==> config.mk <==
export PLATFORM = sky130hd
export DESIGN_NAME = regXcvrSection
export DESIGN_NICKNAME = d
export VERILOG_FILES = /design/src/rtl/regXcvrPkg.sv /design/src/rtl/regXcvrCtrl.sv /design/src/rtl/regXcvrDatapath.sv /design/src/rtl/regXcvrSection.sv
export SDC_FILE = /design/constraint.sdc
export NUM_CORES = 1
export LEC_CHECK = 0
export ABC_AREA = 1
export ABC_CLOCK_PERIOD_IN_PS = 1570
export BUFFER_PORTS_ARGS = -buffer_cell sky130_fd_sc_hd__buf_2
export CAP_MARGIN = 30
export CORE_ASPECT_RATIO = 0.75
export CORE_MARGIN = 1
export CORE_UTILIZATION = 30
export CTS_CLUSTER_DIAMETER = 100
export DETAILED_ROUTE_END_ITERATION = 8
export PLACE_DENSITY_LB_ADDON = 0.3
export RECOVER_POWER = 100
export SKIP_LAST_GASP = 1
export SYNTH_ARGS = -nofsm -noshare
export SYNTH_HDL_FRONTEND = slang
export SYNTH_SLANG_ARGS = --single-unit
==> constraint.sdc <==
create_clock -name clk -period 1.57 [get_ports clk]
set_input_delay 0.0785 -clock clk [delete_from_list [all_inputs] [get_ports clk]]
set_output_delay 0.0785 -clock clk [all_outputs]
set_load 0.05 [all_outputs]
==> src/rtl/regXcvrPkg.sv <==
package regXcvrPkg;

  localparam int unsigned DEF_WIDTH = 9;

  // Strobes and decoded controls handed from control to datapath
  typedef struct packed {
    logic capAb;    // single-cycle capture strobe, A-to-B register
    logic capBa;    // single-cycle capture strobe, B-to-A register
    logic driveA;   // A port pads are driven
    logic driveB;   // B port pads are driven
    logic storeAb;  // B output forwards the A-to-B register
    logic storeBa;  // A output forwards the B-to-A register
  } xcvrCtl_t;

endpackage

==> src/rtl/regXcvrCtrl.sv <==
module regXcvrCtrl
  import regXcvrPkg::*;
(
  input  logic     clk,
  input  logic     rst,
  input  logic     abCapClk,
  input  logic     baCapClk,
  input  logic     abUseStore,
  input  logic     baUseStore,
  input  logic     abDriveEn,
  input  logic     baDriveEnN,
  output xcvrCtl_t ctl
);

  logic abClkQ;
  logic baClkQ;

  // During reset the history follows the level, so a clock already high
  // at reset release does not count as an edge.
  always_ff @(posedge clk) begin
    abClkQ <= abCapClk;
    baClkQ <= baCapClk;
  end

  always_comb begin
    ctl.capAb   = !rst && abCapClk && !abClkQ;
    ctl.capBa   = !rst && baCapClk && !baClkQ;
    ctl.driveB  = abDriveEn;
    ctl.driveA  = !baDriveEnN;
    ctl.storeAb = abUseStore;
    ctl.storeBa = baUseStore;
  end

  // a level held high yields one strobe only
  a_r12_single_strobe_ab: assert property (@(posedge clk) disable iff (rst)
    ctl.capAb |=> !ctl.capAb);
  a_r12_single_strobe_ba: assert property (@(posedge clk) disable iff (rst)
    ctl.capBa |=> !ctl.capBa);

endmodule

==> src/rtl/regXcvrDatapath.sv <==
module regXcvrDatapath
  import regXcvrPkg::*;
#(
  parameter int unsigned WIDTH = DEF_WIDTH
) (
  input  logic             clk,
  input  logic             rst,
  input  xcvrCtl_t         ctl,
  input  logic [WIDTH-1:0] aIn,
  input  logic [WIDTH-1:0] bIn,
  output logic [WIDTH-1:0] aOut,
  output logic [WIDTH-1:0] bOut,
  output logic [WIDTH-1:0] aOe,
  output logic [WIDTH-1:0] bOe
);

  logic [WIDTH-1:0] regAb;
  logic [WIDTH-1:0] regBa;
  logic [WIDTH-1:0] aLive;   // value seen on A for forwarding
  logic [WIDTH-1:0] bLive;   // value seen on B for forwarding
  logic [WIDTH-1:0] aRes;    // resolved A bus value for capture
  logic [WIDTH-1:0] bRes;    // resolved B bus value for capture

  // Live paths never read the opposite live path, so no loop can form.
  always_comb begin
    aLive = (ctl.driveA && ctl.storeBa) ? regBa : aIn;
    bLive = (ctl.driveB && ctl.storeAb) ? regAb : bIn;
    bOut  = ctl.storeAb ? regAb : aLive;
    aOut  = ctl.storeBa ? regBa : bLive;
    aRes  = ctl.driveA ? aOut : aIn;
    bRes  = ctl.driveB ? bOut : bIn;
    aOe   = {WIDTH{ctl.driveA}};
    bOe   = {WIDTH{ctl.driveB}};
  end

  always_ff @(posedge clk) begin
    if (rst) begin
      regAb <= '0;
      regBa <= '0;
    end else begin
      if (ctl.capAb) regAb <= aRes;
      if (ctl.capBa) regBa <= bRes;
    end
  end

  // registers move only on a capture strobe
  a_r12_hold_ab: assert property (@(posedge clk) disable iff (rst)
    !ctl.capAb |=> $stable(regAb));
  a_r12_hold_ba: assert property (@(posedge clk) disable iff (rst)
    !ctl.capBa |=> $stable(regBa));

endmodule

==> src/rtl/regXcvrSection.sv <==
module regXcvrSection
  import regXcvrPkg::*;
#(
  parameter int unsigned WIDTH = DEF_WIDTH
) (
  input  logic             clk,
  input  logic             rst,
  input  logic             abCapClk,
  input  logic             baCapClk,
  input  logic             abUseStore,
  input  logic             baUseStore,
  input  logic             abDriveEn,
  input  logic             baDriveEnN,
  input  logic [WIDTH-1:0] aIn,
  output logic [WIDTH-1:0] aOut,
  output logic [WIDTH-1:0] aOe,
  input  logic [WIDTH-1:0] bIn,
  output logic [WIDTH-1:0] bOut,
  output logic [WIDTH-1:0] bOe
);

  xcvrCtl_t ctl;

  regXcvrCtrl ctrl_i (
    .clk        (clk),
    .rst        (rst),
    .abCapClk   (abCapClk),
    .baCapClk   (baCapClk),
    .abUseStore (abUseStore),
    .baUseStore (baUseStore),
    .abDriveEn  (abDriveEn),
    .baDriveEnN (baDriveEnN),
    .ctl        (ctl)
  );

  regXcvrDatapath #(.WIDTH(WIDTH)) dp_i (
    .clk  (clk),
    .rst  (rst),
    .ctl  (ctl),
    .aIn  (aIn),
    .bIn  (bIn),
    .aOut (aOut),
    .bOut (bOut),
    .aOe  (aOe),
    .bOe  (bOe)
  );

  // pad enables follow the enable pins with their polarities
  a_r5_b_enable: assert property (@(posedge clk) disable iff (rst)
    bOe == (abDriveEn ? {WIDTH{1'b1}} : {WIDTH{1'b0}}));
  a_r6_a_enable: assert property (@(posedge clk) disable iff (rst)
    aOe == (baDriveEnN ? {WIDTH{1'b0}} : {WIDTH{1'b1}}));

  // live forwarding from an undriven A port
  a_r3_live_ab: assert property (@(posedge clk) disable iff (rst)
    (!abUseStore && baDriveEnN) |-> (bOut == aIn));

  // capture from an undriven A port appears on the stored B path
  a_r1_capture_ab: assert property (@(posedge clk) disable iff (rst)
    ($rose(abCapClk) && baDriveEnN) |=> (!abUseStore || (bOut == $past(aIn))));

endmodule

# Yosys cells after proc, flatten, opt, wreduce, memory -nomap -nowiden
# Index checks and enable logic that the tools add are counted.
[classes] n_reduce_logical=10 muxes=6
[op_table] cell="9-bit two-way mux" count=6
[op_table] cell="1-bit logical AND" count=6
[op_table] cell="1-bit zero test" count=4
[totals] input_bits=26 regBits=20 wordCells=20 out_inout_bits=36

# Depth between registers and ports, before layout
[logic_depth] ltp_word=5 mapped_depth=8 ltp_nobuf=7

# Modules after synthesis
# A second synthesis with hierarchy kept.
[hier_totals] hier_cells=231 hier_area_um2=1567.8
[modules_own_cells] mod="regXcvrDatapath" area_each_um2=1477.7 instances=1 cells_each=220
[modules_own_cells] mod="regXcvrCtrl" area_each_um2=90.1 instances=1 cells_each=11

# Worst setup path before layout
# OpenSTA, ideal clock, no wires.
[synth_path] path_kind="input port to output port" from="input baDriveEnN" to="output bOut[0]" t_required_ns=1.492 arrival_time_ns=0.859 cell_stages=6 setup_slack_ns=0.632 cell_sequence="buf_6 inv_2 buf_6 nand3_2 nand3_1 nand2_1"
[synth_between] elab_chain_len=4
[synth_rtl] element="start, declared" line="regXcvrSection.sv:13" rtl="input logic baDriveEnN,"
[synth_rtl] element="1-bit zero test" line="regXcvrCtrl.sv:29" rtl="ctl.driveA = !baDriveEnN;"
[synth_rtl] element="1-bit logical AND" line="regXcvrDatapath.sv:26" rtl="aLive = (ctl.driveA && ctl.storeBa) ? regBa : aIn;"
[synth_rtl] element="9-bit two-way mux" line="regXcvrDatapath.sv:26"
[synth_rtl] element="9-bit two-way mux" line="regXcvrDatapath.sv:28" rtl="bOut = ctl.storeAb ? regAb : aLive;"
[synth_rtl] element="end, declared" line="regXcvrSection.sv:18" rtl="output logic [WIDTH-1:0] bOut,"
# Every way passes these cells.

# Worst setup path in the final report
[layout_path] from="input abUseStore" to="output aOut[2]"
[layout_between] elab_chain_len=3
[layout_rtl] element="start, declared" line="regXcvrSection.sv:10" rtl="input logic abUseStore,"
[layout_rtl] element="1-bit logical AND" line="regXcvrDatapath.sv:27" rtl="bLive = (ctl.driveB && ctl.storeAb) ? regAb : bIn;"
[layout_rtl] element="9-bit two-way mux" line="regXcvrDatapath.sv:27"
[layout_rtl] element="9-bit two-way mux" line="regXcvrDatapath.sv:29" rtl="aOut = ctl.storeBa ? regBa : bLive;"
[layout_rtl] element="end, declared" line="regXcvrSection.sv:15" rtl="output logic [WIDTH-1:0] aOut,"
# Every way passes these cells.

==> impl_results.md <==
- Setup TNS Final: 0 ns
- Vias: 1803
- Clock skew: 0.00475 ns
- Slew Viols, Final: 0
- Synth Flop Type: dfxtp_1
- CTS tree: yes
- Fmax: approximately 760 MHz
- Final Total Pwr: 0.00153 W
- Sequential area share after synthesis: 0.230
- Mapped cell area: between 1500 and 2000 um^2
- Total net switching power: between 0.0006 and 0.0007 W
- Synth cell types: 15
- Root buffer cell: clkbuf_8
- #FFs+latches synth: 20
- Kind of critical path: in2out
- Combinational share of power: 0.383
- VDD IR max: 0.428 mV
- Max cap viols: 0
- First-pass DRT Iterations: 4
- Area Overhead vs Synth: 14.1%
- Post-synth top cells: nand2_1 (99), inv_1 (36), nand3_1 (31)
- Largest delay contributor family on the critical path: buffers and inverters
- Tightest Pin Transition: just under 0.6 ns
- Peak fanout along the critical path: 11
- Average instance area after synthesis: between 6 and 7 um^2
- Residual DRC: 0
- Final setup vio count: 0
- Leak Pwr: about 1 nW
- Crit path DAT: 1.24 ns
- Max transition margin: 0.606
- Final wirelength: between 5 and 6 mm
- Ys async rst share: 0
- HPWL Detailed: 3.62 mm
- Biggest area consumer among synthesized cells: dfxtp_1
- Crit path time final: roughly 1.3 ns
- Final worst setup slack: approximately 0.25 ns
- CP Launch Type: input port
- Core Box Area: between 5000 and 6000 um^2
- Sw Share: 0.416
- Critical Path End Type: output port
- Skew-Pair Late Insertion Delay: 0.26 ns
- Slowest-stage cell, CP: clkbuf_2
- GRT Overall Usage: 0.170
- Wire length of the first global-routing pass: between 8 and 9 mm
- Die Wd: 90.0 um
- Vias/cell: 4.56
- Hold_buf cts: 2
- Top-area cell type share of the netlist area: 0.230
- Syn_nets: around 300
- Full die area: about 6100 um^2
- Die Ht: 68.0 um
- Unrepaired setup endpoints after global routing: no
- Port Buffers: 61
- Synth warnings: 0
- Worst endpoint required time: 1.49 ns
- Bufs and invs on worst path: 3
- Share of layout cells above drive strength 1: 0.259
- Setup bufs post-CTS: 0
- CTS Buf Count: 3
- Initial Util: 0.319
- Remaining antenna violation count after routing: 0
- Clock Sink Count: 20
- CTS clk-pin slew, worst paths: 0.08 ns
- Synth area leaders: dfxtp_1 (23%), nand2_1 (21%), nand3_1 (8.9%)
- Fin. Hold Viols: 0
- Status: completed
- Pint: about 0.00089 W
- Placed cells: between 300 and 400
- Share of the clock period used by the worst path after layout: 0.843
- PwrDens: just under 800 nW/um^2
- Grt total ovfl: 0
- Largest net degree at the start of global routing: 20
- Clk buf depth: 2
- Hold depth: 5
- RD Place Congestion: around 0.82
- DRT iter0 DRCs: roughly 110
- Seq pwr share: 0.352
- Pre-CTS setup slack: between 0.3 and 0.4 ns
- Final nets: around 350
- WP depth: 7
- R2R depth: 4
- Vias in the first global route: 1696
- H-tree depth: 1
- Post_cts resized: 0
- Hold Path Class: in2reg
- Critical-path cell list: clkbuf_2 > nand2_2 > inv_2 > nand2_1 > nand3_1 > nand2_1 > clkbuf_2
- Top-count cell post-synth: nand2_1
- Clock power share: 0.265
- Number of top-level pins: between 60 and 70
- WL/cell: 12.8 um
- Synth Instances: between 200 and 300
- Max stage delay on crit path: between 0.2 and 0.3 ns
- Cell row count: 23
- Initial antenna violation count: 0
- Non-Filler Instances: ~400
- Diode count: 0
- EDFF count, synth: 0
-- stage by stage --
| step | hold WS (ns) | cell area, um^2 | util |
|---|---|---|---|
| global placement | 0.233 | 1960 | 0.359 |
| finish | 0.188 | 1990 | 0.364 |
| CTS | 0.184 | 2040 | 0.373 |
| floorplan | 0.106 | 1740 | - |
| global route | 0.216 | 1990 | 0.364 |
| detailed placement | 0.231 | 1960 | 0.359 |
-- worst min-delay path: stages --
cell	delay, ns
buf_2	0.09
inv_1	0.06
a21oi_1	0.06
nand2_1	0.07
a21oi_2	0.04
-- cell families after synthesis --
logic type | count (synthesis) | share of synthesized area
AND/OR/NAND/NOR | 148 | 0.412
AO/OA/AOI/OAI | 36 | 0.131
buffers and inverters | 71 | 0.227
flip-flops | 20 | 0.230
-- placed cells by master, fill, tap and decap left out --
cell type | synthesis | final
a21oi_1 | 23 | 29
buf_2 | 3 | 25
inv_1 | 36 | 36
clkbuf_1 | 1 | 20
clkbuf_8 | 0 | 4
nand3_2 | 14 | 14
inv_2 | 5 | 5
a21oi_2 | 13 | 7
dfxtp_1 | 20 | 20
nand2_2 | 2 | 2
buf_4 | 18 | 7
clkinv_4 | 1 | 1
nand2_1 | 99 | 99
clkbuf_2 | 0 | 16
nand3b_4 | 2 | 2
dlygate4sd3_1 | 0 | 2
nand3_1 | 31 | 31
-- flip-flops by register name, summed over array words and instances, names as in the netlist --
register,count
ctrl_i.abClkQ,1
ctrl_i.baClkQ,1
dp_i.regAb,9
dp_i.regBa,9
-- final cells by class --
cell class / instances / area, um^2
flip-flops and latches: 20 / 400
multi-input cells: 184 / 926
inverters: 42 / 163
fillers: 641 / 3480
clock buffers: 4 / 55.1
well taps: 75 / 93.8
repair buffers: 70 / 353
-- per-layer routing --
layer,GRT usage,part of all wire
met5,0,0
met4,0.0444,0.010
met3,0.0300,0.048
met2,0.285,0.43
met1,0.229,0.52
-- final timing paths --
kind	from	slack [ns]	to
min	aIn[0]	0.19	dp_i.regAb[0]
max	abUseStore	0.25	aOut[2]
min reg2reg	dp_i.regAb[6]	0.49	dp_i.regAb[6]
max reg2reg	ctrl_i.baClkQ	0.49	dp_i.regBa[8]
-- power groups by stage --
stage	registers, W	clock network (W)	logic, W
floorplan	0.000548	0	0.000487
global placement	0.000551	0	0.000593
detailed placement	0.000551	0	0.000595
CTS	0.000539	0.000416	0.000601
global route	0.000542	0.000430	0.000633
finish	0.000539	0.000406	0.000587
(Power assumes the default switching activity.)
